`config.mk`:
```
export PLATFORM = sky130hd
export DESIGN_NAME = eeprom_wp_ctrl
export DESIGN_NICKNAME = d
export VERILOG_FILES = /design/src/rtl/eewp_pkg.sv /design/src/rtl/eewp_range.sv /design/src/rtl/eewp_arb.sv /design/src/rtl/eewp_state.sv /design/src/rtl/eeprom_wp_ctrl.sv
export SDC_FILE = /design/constraint.sdc
export NUM_CORES = 1
export LEC_CHECK = 0
export BUFFER_PORTS_ARGS = -buffer_cell sky130_fd_sc_hd__buf_4
export CAP_MARGIN = 20
export CORE_MARGIN = 2
export CORE_UTILIZATION = 30
export DETAILED_ROUTE_END_ITERATION = 8
export PLACE_DENSITY_LB_ADDON = 0.1
export SLEW_MARGIN = 10
export SYNTH_ARGS = -nofsm -noshare
export SYNTH_HDL_FRONTEND = slang
export SYNTH_SLANG_ARGS = --single-unit
export TNS_END_PERCENT = 100
```
`constraint.sdc`:
```
create_clock -name clk -period 1.1 [get_ports clk]
set_input_delay 0.055 -clock clk [delete_from_list [all_inputs] [get_ports clk]]
set_output_delay 0.055 -clock clk [all_outputs]
set_load 0.01 [all_outputs]
```
`src/rtl/eewp_pkg.sv`:
```
package eewp_pkg;
  typedef enum logic [1:0] {
    PROT_NONE = 2'd0,
    PROT_QTR  = 2'd1,
    PROT_HALF = 2'd2,
    PROT_ALL  = 2'd3
  } prot_lvl_e;

  typedef enum logic [2:0] {
    OP_IDLE,
    OP_SRW,
    OP_ARW,
    OP_ARM,
    OP_DISARM
  } op_e;

  localparam int ST_BUSY = 0;
  localparam int ST_WEL  = 1;
  localparam int ST_LOCK = 7;
endpackage

```
`src/rtl/eewp_range.sv`:
```
module eewp_range
  import eewp_pkg::*;
(
  input  logic [1:0] top_bits,
  input  prot_lvl_e  level,
  output logic       fenced
);
  always_comb begin
    unique case (level)
      PROT_NONE: fenced = 1'b0;
      PROT_QTR:  fenced = (top_bits == 2'b11);
      PROT_HALF: fenced = top_bits[1];
      default:   fenced = 1'b1;
    endcase
  end
endmodule

```
`src/rtl/eewp_arb.sv`:
```
module eewp_arb
  import eewp_pkg::*;
(
  input  logic busy,
  input  logic cmd_sr_wr,
  input  logic cmd_wr_start,
  input  logic cmd_arm,
  input  logic cmd_disarm,
  output op_e  op
);
  always_comb begin
    op = OP_IDLE;
    if (!busy) begin
      if (cmd_sr_wr)         op = OP_SRW;
      else if (cmd_wr_start) op = OP_ARW;
      else if (cmd_arm)      op = OP_ARM;
      else if (cmd_disarm)   op = OP_DISARM;
    end
  end
endmodule

```
`src/rtl/eewp_state.sv`:
```
module eewp_state
  import eewp_pkg::*;
(
  input  logic      clk,
  input  logic      rst_n,
  input  logic      set_wel,
  input  logic      clr_wel,
  input  logic      start,
  input  logic      finish,
  input  logic      sr_load,
  input  prot_lvl_e sr_level,
  input  logic      sr_lock,
  output logic      wel,
  output logic      busy,
  output prot_lvl_e level,
  output logic      lock
);
  always_ff @(posedge clk or negedge rst_n) begin
    if (!rst_n) begin
      wel   <= 1'b0;
      busy  <= 1'b0;
      level <= PROT_NONE;
      lock  <= 1'b0;
    end else begin
      if (finish)       busy <= 1'b0;
      else if (start)   busy <= 1'b1;
      if (finish || clr_wel) wel <= 1'b0;
      else if (set_wel)      wel <= 1'b1;
      if (sr_load) begin
        level <= sr_level;
        lock  <= sr_lock;
      end
    end
  end
endmodule

```
`src/rtl/eeprom_wp_ctrl.sv`:
```
module eeprom_wp_ctrl
  import eewp_pkg::*;
#(
  parameter int ADDR_W = 13
) (
  input  logic              clk,
  input  logic              rst_n,
  input  logic              hw_wp_n,
  input  logic              cmd_arm,
  input  logic              cmd_disarm,
  input  logic              cmd_sr_wr,
  input  logic [7:0]        sr_din,
  input  logic              cmd_wr_start,
  input  logic [ADDR_W-1:0] wr_addr,
  input  logic              cmd_wr_done,
  output logic              arr_grant,
  output logic              sr_grant,
  output logic              sr_reject,
  output logic [7:0]        status
);
  localparam int TOP_LSB = ADDR_W - 2;

  op_e       op;
  logic      wel, busy, lock, fenced;
  prot_lvl_e level;
  logic      sr_ok, sr_go, arr_go, finish;
  logic      unused_din;

  assign unused_din = ^{sr_din[6:4], sr_din[1:0]};

  eewp_arb u_arb (
    .busy(busy), .cmd_sr_wr(cmd_sr_wr), .cmd_wr_start(cmd_wr_start),
    .cmd_arm(cmd_arm), .cmd_disarm(cmd_disarm), .op(op)
  );

  eewp_range u_range (
    .top_bits(wr_addr[ADDR_W-1:TOP_LSB]), .level(level), .fenced(fenced)
  );

  // lock only bites while the pin is pulled low
  assign sr_ok  = wel && (!lock || hw_wp_n);
  assign sr_go  = (op == OP_SRW) && sr_ok;
  assign arr_go = (op == OP_ARW) && wel && !fenced;
  assign finish = busy && cmd_wr_done;

  eewp_state u_state (
    .clk(clk), .rst_n(rst_n),
    .set_wel(op == OP_ARM), .clr_wel(op == OP_DISARM),
    .start(sr_go || arr_go), .finish(finish),
    .sr_load(sr_go), .sr_level(prot_lvl_e'(sr_din[3:2])), .sr_lock(sr_din[7]),
    .wel(wel), .busy(busy), .level(level), .lock(lock)
  );

  always_ff @(posedge clk or negedge rst_n) begin
    if (!rst_n) begin
      arr_grant <= 1'b0;
      sr_grant  <= 1'b0;
      sr_reject <= 1'b0;
    end else begin
      arr_grant <= arr_go;
      sr_grant  <= sr_go;
      sr_reject <= cmd_sr_wr && !sr_go;
    end
  end

  assign status = {lock, 3'b000, level, wel, busy};
endmodule

```
==> results of run 1 <==
==> per-layer routing <==
metal	vias to the layer above	track usage (%)	part of all wire, %
li1	148	-	-
met1	137	13.9	39
met2	12	21.1	54
met3	0	1.63	6.6
met4	0	7.26	0
met5	-	0	0
==> through the flow <==
stage          util (%)  hold slack [ns]  setup TNS (ns)
6_report           46.8           0.0376         -0.0309
3_5_place_dp       43.0           -0.123          -0.137
3_3_place_gp       43.0           -0.125         -0.0241
5_1_grt            46.8           0.0256          -0.181
4_1_cts            46.3           0.0320          -0.156
2_1_floorplan         -           -0.241               0
==> power by group <==
group,internal [mW],total [mW],switching [mW]
Sequential,0.401,0.518,0.117
Combinational,0.389,0.600,0.210
Clock,0.125,0.221,0.0960
Total,0.915,1.34,0.424
==> cell type report <==
type                    instances  area (um^2)
clock buffers                   3         22.5
fillers                       128          692
inverters                       1         3.75
multi-input cells              18          179
flip-flops and latches          8          200
well taps                      15         18.8
repair buffers                 24          185
==> timing repair <==
item / 4_1_cts / 5_1_grt
hold buffers: 2 / 0
resized for setup: 0 / 1
pin swaps: 0 / 0
hold endpoints to repair: 9 / 0
endpoints found under the setup margin: 3 / 6
==> layout by cell type, fill, tap and decap left out <==
cell	netlist	final
nand4b_4	1	1
a32o_1	1	1
a21o_1	2	2
dfrtp_1	8	8
nand2b_4	0	1
nand2_1	2	2
a221oi_2	1	1
buf_4	6	22
nor3_2	1	1
clkbuf_4	0	3
mux2_4	3	3
nand4bb_1	1	1
and2_2	1	1
inv_1	1	1
dlygate4sd3_1	0	2
conb_1	1	3
a31o_2	1	1
==> final timing paths <==
kind                       slack (ns)               end  cells past startpoint              from
min reg2reg                      0.51         arr_grant                      1  u_state.level[0]
max reg2reg                     -0.01  u_state.level[1]                      2      u_state.busy
max                             -0.01  u_state.level[1]                      2      u_state.busy
min in group asynchronous        0.16       u_state.wel                      2             rst_n
max in group asynchronous        0.82         sr_reject                      2             rst_n
min                              0.04       u_state.wel                      2           cmd_arm
==> cells by family (layout without fill, tap and decap cells) <==
family | after synthesis | in the layout | synth area share [%]
other | 1 | 3 | 0.908
flip-flops | 8 | 8 | 48.5
multiplexers | 3 | 3 | 10.9
AND/OR/NAND/NOR | 7 | 7 | 16.1
buffers and inverters | 7 | 28 | 11.8
AO/OA/AOI/OAI | 5 | 5 | 11.8
==> state kept, by name (all words and copies together) (netlist names) <==
name and cells:
u_state.level 2, u_state.busy 1, u_state.wel 1, sr_reject 1, u_state.lock 1, arr_grant 1
sr_grant 1
==> reports/qor.txt, run 1 <==
status: complete, but fails checks
failing checks: setup timing
Pleak: 0.341 nW
post-DP HPWL: 682 um
DP Area: 559 um^2
final-report setup violation count: 3
H-tree depth: 1
core footprint: 1300 um^2
Max-Cap Viols: 0
vias in the first global route: 304
Port Buffer Count: 20
setup bufs post-CTS: 0
top cell type's share of synthesized area: 48.5%
pre-CTS setup slack: -0.0501 ns
Post-synth EDFFs: 0
asr flop ratio synth: 100%
RSZ-0062 raised after global routing: yes
Fmax: 900 MHz
startpoint types: flip-flop
post-route cell area: 609 um^2
initial antenna violation count: 0
die height: 41.1 um
Post-synth top flop: dfrtp_1
Hold Vio Cnt, Final: 0
post-synthesis register bit count: 8
Top delay family on crit path: flip-flops
Synth Area per Inst: 13.3 um^2
Pre-antenna DRT Iters: 2
via/cell ratio: 4.30
synth-to-layout area growth: 47.6%
num ports: 40
Worst Path Required: 1.23 ns
HP Class: input port to flip-flop
synth top area cells: dfrtp_1 (48%), buf_4 (11%), mux2_4 (11%), nand4b_4 (5.8%), a21o_1 (3.6%)
pwr dens: 2200 nW/um^2
leading area contributor after synthesis: dfrtp_1
Final WS setup: -0.0109 ns
# DRC: 0
WL/cell: 12.3 um
WS Path Type: flip-flop to flip-flop
minimum clock period: 1.11 ns
Pins Over Slew Limit: 0
routability cong.: 0.674
clock slew at reported path FFs: 0.05 ns
Post-synth top cells: dfrtp_1 (8), buf_4 (6), mux2_4 (3)
total chip power: 1.34 mW
Worst path max stage delay: 0.42 ns
Final period util: 101%
ANT nets after route: 0
Root Driver: clkbuf_4
Synth Cell Area: 413 um^2
first-pass GRT wire length: 1.29 mm
DRT iter0 DRCs: 1
Syn Inst Count: 31
die area: 1690 um^2
Die Width: 41.1 um
clock latency at the later pin of the worst-skew pair: 0.25 ns
slowest stage cell, crit path: dfrtp_1
GRT Residual Overflow: 0
clock skew: 0.00321 ns
FP Rows: 13
CP Buf/Inv Count: 0
worst IR drop on VDD: 1.00 mV
net count reported at finish: 85
Finished Layout Cells: 69
register area share after synthesis: 48.5%
worst-path fanout max: 5
via count: 297
largest net degree at the start of global routing: 9
Cell Chain, Critical Path: nand4b_4 > mux2_4
antenna diode count: 0
total track usage: 12.1%
CTS sink count: 8
Ys Warns: 0
Num CTS Buffers: 3
share of cells above drive strength 1: 63.0%
critical path capture point type: flip-flop
Clock Path Buffers: 2
TritonCTS clock tree: built
Netlist cell types: 15
most frequent cell after synthesis: dfrtp_1
placed cells: 64
Starting Density: 31.7%
worst path arrival time: 1.25 ns
Detailed Route WL: 851 um
Power figures use the tool's default switching activity.
==> inputs of run 2 (changes only) <==
--- a/config.mk
+++ b/config.mk
@@ -7,9 +7,9 @@
 export LEC_CHECK = 0
 export BUFFER_PORTS_ARGS = -buffer_cell sky130_fd_sc_hd__buf_4
 export CAP_MARGIN = 20
-export CORE_MARGIN = 2
-export CORE_UTILIZATION = 30
+export CORE_AREA = 2 2 39 41
 export DETAILED_ROUTE_END_ITERATION = 8
+export DIE_AREA = 0 0 41 43
 export PLACE_DENSITY_LB_ADDON = 0.1
 export SLEW_MARGIN = 10
 export SYNTH_ARGS = -nofsm -noshare
==> constraint.sdc (replaced) <==
create_clock -name clk -period 1.26 [get_ports clk]
set_input_delay 0.063 -clock clk [delete_from_list [all_inputs] [get_ports clk]]
set_output_delay 0.063 -clock clk [all_outputs]
set_load 0.01 [all_outputs]
==> run 2 against run 1 <==
Against the previous run:
- the flow now finishes without violations
- sequential share of layout area is 1.8 points higher
- total power is 18% lower
- setup slack better by 0.12 ns
- critical path depth is 1 higher
- wire length is 8.9% lower
- largest power group is now sequential cells
- final cell count is 2.9% lower
- clock power is 11% lower
- cell area is 5.1% lower
- count of clock-buffer cells in the layout stayed put
- hold slack worse by 0.031 ns
- die area is 4.4% higher
- largest cell class unchanged
- global-route usage is 1.6 points lower
==> reports/qor.txt, run 2 (synthesis gave the netlist of run 1 again) <==
setup bufs post-CTS: 0
CTS sink count: 8
die area: 1760 um^2
H-tree depth: 1
RSZ-0062 raised after global routing: no
total negative slack: 0 ns
Post-CTS Hold Buffers: 1
combinational share of power: 41.0%
Pins Over Slew Limit: 0
pwr dens: 1910 nW/um^2
Final period util: 91.0%
worst-path fanout max: 5
worst IR drop on VDD: 0.677 mV
largest net degree at the start of global routing: 9
startpoint types: flip-flop
Max-Cap Viols: 0
sequential power share: 41.1%
worst path arrival time: 1.28 ns
# DRC: 0
Die Width: 41 um
TritonCTS clock tree: built
Root Driver: clkbuf_4
Pre-antenna DRT Iters: 1
net count reported at finish: 82
via/cell ratio: 4.21
total track usage: 10.5%
slowest stage cell, crit path: dfrtp_1
max reg flops: 2
WS Path Type: flip-flop to flip-flop
Reg with most FFs: u_state.level
post-DP HPWL: 650 um
die height: 43 um
worst r2r src: u_state.lock
synth-to-layout area growth: 40.0%
filler cell count: 137
P_int: 0.752 mW
HP Start: wr_addr[12]
HP Class: input port to flip-flop
post-CTS sizing: 0
Switching Share: 31.7%
WL/cell: 11.6 um
Port Buffer Count: 20
clock skew: 0.000444 ns
Pleak: 0.321 nW
Detailed Route WL: 775 um
GRT Residual Overflow: 0
DRT iter0 DRCs: 0
Cell Chain, Critical Path: nand2b_1 > nand4b_4 > mux2_4
antenna diode count: 0
Top delay family on crit path: flip-flops
Worst path max stage delay: 0.39 ns
minimum clock period: 1.15 ns
status: finished, final reports clean
most frequent cells in the layout: buf_4 (20), dfrtp_1 (8), mux2_4 (3), conb_1 (3), clkbuf_4 (3)
via count: 282
Num CTS Buffers: 3
final-report setup violation count: 0
Clock Path Buffers: 2
total chip power: 1.10 mW
num ports: 40
P_sw: 0.350 mW
share of cells above drive strength 1: 60.8%
vias in the first global route: 293
Fmax: 872 MHz
clock slew at reported path FFs: 0.06 ns
initial antenna violation count: 0
Clk network pwr share: 17.8%
crit path from: u_state.lock
CP Buf/Inv Count: 0
most common cell after layout, fill and taps aside: buf_4
Starting Density: 29.8%
critical path capture point type: flip-flop
first-pass GRT wire length: 1.21 mm
clock latency at the later pin of the worst-skew pair: 0.25 ns
routability cong.: 0.722
Hold Vio Cnt, Final: 0
Worst Path Required: 1.40 ns
FP Rows: 14
ANT nets after route: 0
core footprint: 1380 um^2
-- run 2: area by class of cell --
type	instances	area (um^2)	share of cell area, %
clock buffer	3	22.5	3.90
inverter	1	3.75	0.649
multi-input combinational	18	171	29.7
timing repair buffer	21	160	27.7
tap	16	20.0	3.46
sequential	8	200	34.6
-- run 2: through the flow --
step                      hold slack, ns  instance area, um^2  worst slack (ns)  cells  util (%)
after floorplan                   -0.233                  420             0.194     33         -
after global placement            -0.115                  546             0.130     63      39.4
after detailed placement          -0.112                  546             0.113     63      39.4
after CTS                        0.00390                  578             0.104     67      41.8
after global routing             0.00221                  578            0.0384     67      41.8
final                            0.00684                  578             0.114     67      41.8
-- run 2: metal layers --
layer / vias up / share of wire (%) / track usage [%]
met3: 0 / 6.5 / 4.71
met2: 10 / 55 / 16.3
met5: - / 0 / 0
li1: 144 / - / -
met1: 128 / 39 / 11.2
met4: 0 / 0 / 6.00
-- run 2: final timing paths --
check,to,slack (ns),depth (start not counted)
setup / recovery,u_state.level[1],0.11,3
hold / removal,arr_grant,0.007,2
setup reg to reg,u_state.level[1],0.11,3
hold reg to reg,arr_grant,0.52,1
max in group asynchronous,u_state.wel,0.97,2
min in group asynchronous,u_state.lock,0.16,2
-- run 2: power groups by stage --
stage,sequential [mW],clock (mW),combinational (mW)
final,0.453,0.196,0.452
after global routing,0.471,0.213,0.487
after CTS,0.456,0.205,0.459
after detailed placement,0.460,0,0.456
after global placement,0.451,0,0.453
after floorplan,0.461,0,0.309
==> inputs of run 3 (changes only) <==
--- a/config.mk
+++ b/config.mk
@@ -10,7 +10,7 @@
 export CORE_AREA = 2 2 39 41
 export DETAILED_ROUTE_END_ITERATION = 8
 export DIE_AREA = 0 0 41 43
-export PLACE_DENSITY_LB_ADDON = 0.1
+export PLACE_DENSITY_LB_ADDON = 0.08
 export SLEW_MARGIN = 10
 export SYNTH_ARGS = -nofsm -noshare
 export SYNTH_HDL_FRONTEND = slang
==> run 3 against run 2 <==
Against the previous run:
- utilization stayed put
- wire length is 1.3% lower
- global-route usage is 0.51 points higher
- critical path depth stayed put
- setup slack worse by 0.0076 ns
- first-iteration DRC count is 7 higher
- final cell count stayed put
- sequential power hardly changed
- non-clock buffer count stayed put
- via count is 1.4% higher
- critical endpoint is now u_state.level[0]
- largest power group is now combinational cells
==> reports/qor.txt, run 3 (synthesis gave the netlist of run 1 again) <==
status: finished, final reports clean
HP Class: input port to flip-flop
RR Endpoint: u_state.level[0]
die area: 1760 um^2
Die Width: 41 um
worst r2r src: u_state.lock
Worst Path Required: 1.39 ns
most common cell after layout, fill and taps aside: buf_4
initial antenna violation count: 0
FP Rows: 14
DP Area: 546 um^2
Max-Cap Viols: 0
critical path capture point type: flip-flop
R2R depth: 3
core footprint: 1380 um^2
total negative slack: 0 ns
via count: 286
final-report setup violation count: 0
num ports: 40
ANT nets after route: 0
vias in the first global route: 294
RSZ-0062 raised after global routing: no
Starting Density: 29.8%
WL/cell: 11.4 um
Worst path max stage delay: 0.40 ns
minimum clock period: 1.15 ns
hold_ws: 0.0142 ns
startpoint types: flip-flop
share of cells above drive strength 1: 60.8%
filler cell count: 144
largest net degree at the start of global routing: 9
net count reported at finish: 82
post-route cell area: 578 um^2
DRT iter0 DRCs: 7
worst IR drop on VDD: 0.699 mV
worst-path fanout max: 5
Pins Over Slew Limit: 0
via/cell ratio: 4.27
max reg flops: 2
most frequent cells in the layout: buf_4 (20), dfrtp_1 (8), mux2_4 (3), conb_1 (3), clkbuf_4 (3)
GRT Residual Overflow: 0
Fmax: 867 MHz
routability cong.: 0.599
CTS sink count: 8
die height: 43 um
WS Path Type: flip-flop to flip-flop
Cell Chain, Critical Path: nand2b_1 > nand4b_4 > mux2_4
synth-to-layout area growth: 40.0%
# DRC: 0
Clock Path Buffers: 2
Num CTS Buffers: 3
Detailed Route WL: 765 um
total track usage: 11.0%
TritonCTS clock tree: built
Reg with most FFs: u_state.level
first-pass GRT wire length: 1.23 mm
H-tree depth: 1
Hold Vio Cnt, Final: 0
HP Start: wr_addr[12]
Pleak: 0.321 nW
Pre-antenna DRT Iters: 3
clock skew: 0.000933 ns
Hold Path End: arr_grant
antenna diode count: 0
post-DP HPWL: 635 um
worst path arrival time: 1.29 ns
clock latency at the later pin of the worst-skew pair: 0.25 ns
Root Driver: clkbuf_4
reg-to-reg setup timing slack: 0.11 ns
clock slew at reported path FFs: 0.05 ns
Port Buffer Count: 20
slowest stage cell, crit path: dfrtp_1
pwr dens: 1900 nW/um^2
Final period util: 91.6%
hold depth: 2
## run 3: layer usage
layer	vias to the layer above	share of wire [%]	track usage, %
met5	-	0	0
met4	0	1.4	10.0
met3	2	7.6	3.14
met2	12	52	15.0
met1	131	39	13.2
li1	141	-	-
## run 3: repair_timing
item,in CTS,in global routing
hold buffers,1,0
setup buffers,0,0
gates resized for setup,0,0
endpoints found under the setup margin,0,0
hold endpoints to repair,8,0
## run 3: final cells by class
cell class	count	area [um^2]	share of cell area, %
tap	16	20.0	3.46
clock buffer	3	22.5	3.90
inverter	1	3.75	0.649
timing repair buffer	21	160	27.7
multi-input combinational	18	171	29.7
sequential	8	200	34.6
## run 3: worst max path at each step
stage / startpoint / to / slack (ns) / depth (start not counted)
6_report: u_state.lock / u_state.level[0] / 0.11 / 3
3_3_place_gp: u_state.lock / u_state.level[0] / 0.12 / 3
5_1_grt: u_state.lock / u_state.level[0] / 0.03 / 3
2_1_floorplan: u_state.lock / u_state.level[0] / 0.19 / 3
3_5_place_dp: u_state.lock / u_state.lock / 0.10 / 3
4_1_cts: u_state.lock / u_state.lock / 0.09 / 3
## run 3: power breakdown
group / leakage (nW) / internal, mW / switching, mW / total, mW
registers: 0.101 / 0.350 / 0.102 / 0.452
logic: 0.207 / 0.294 / 0.159 / 0.453
clock network: 0.0138 / 0.109 / 0.0817 / 0.190
total: 0.321 / 0.752 / 0.344 / 1.10
## run 3: stage by stage
step | instances | setup WS (ns) | util, % | power [mW]
after floorplan | 33 | 0.194 | - | 0.770
after global placement | 63 | 0.120 | 39.4 | 0.907
after detailed placement | 63 | 0.101 | 39.4 | 0.918
after CTS | 67 | 0.0863 | 41.8 | 1.12
after global routing | 67 | 0.0330 | 41.8 | 1.18
final | 67 | 0.106 | 41.8 | 1.10
## run 3: worst max-delay path, delay by kind of cell (launching register included)
kind / cells / cell delay [ns]
multiplexers: 1 / 0.33
AND/OR/NAND/NOR: 2 / 0.31
flip-flops: 1 / 0.40
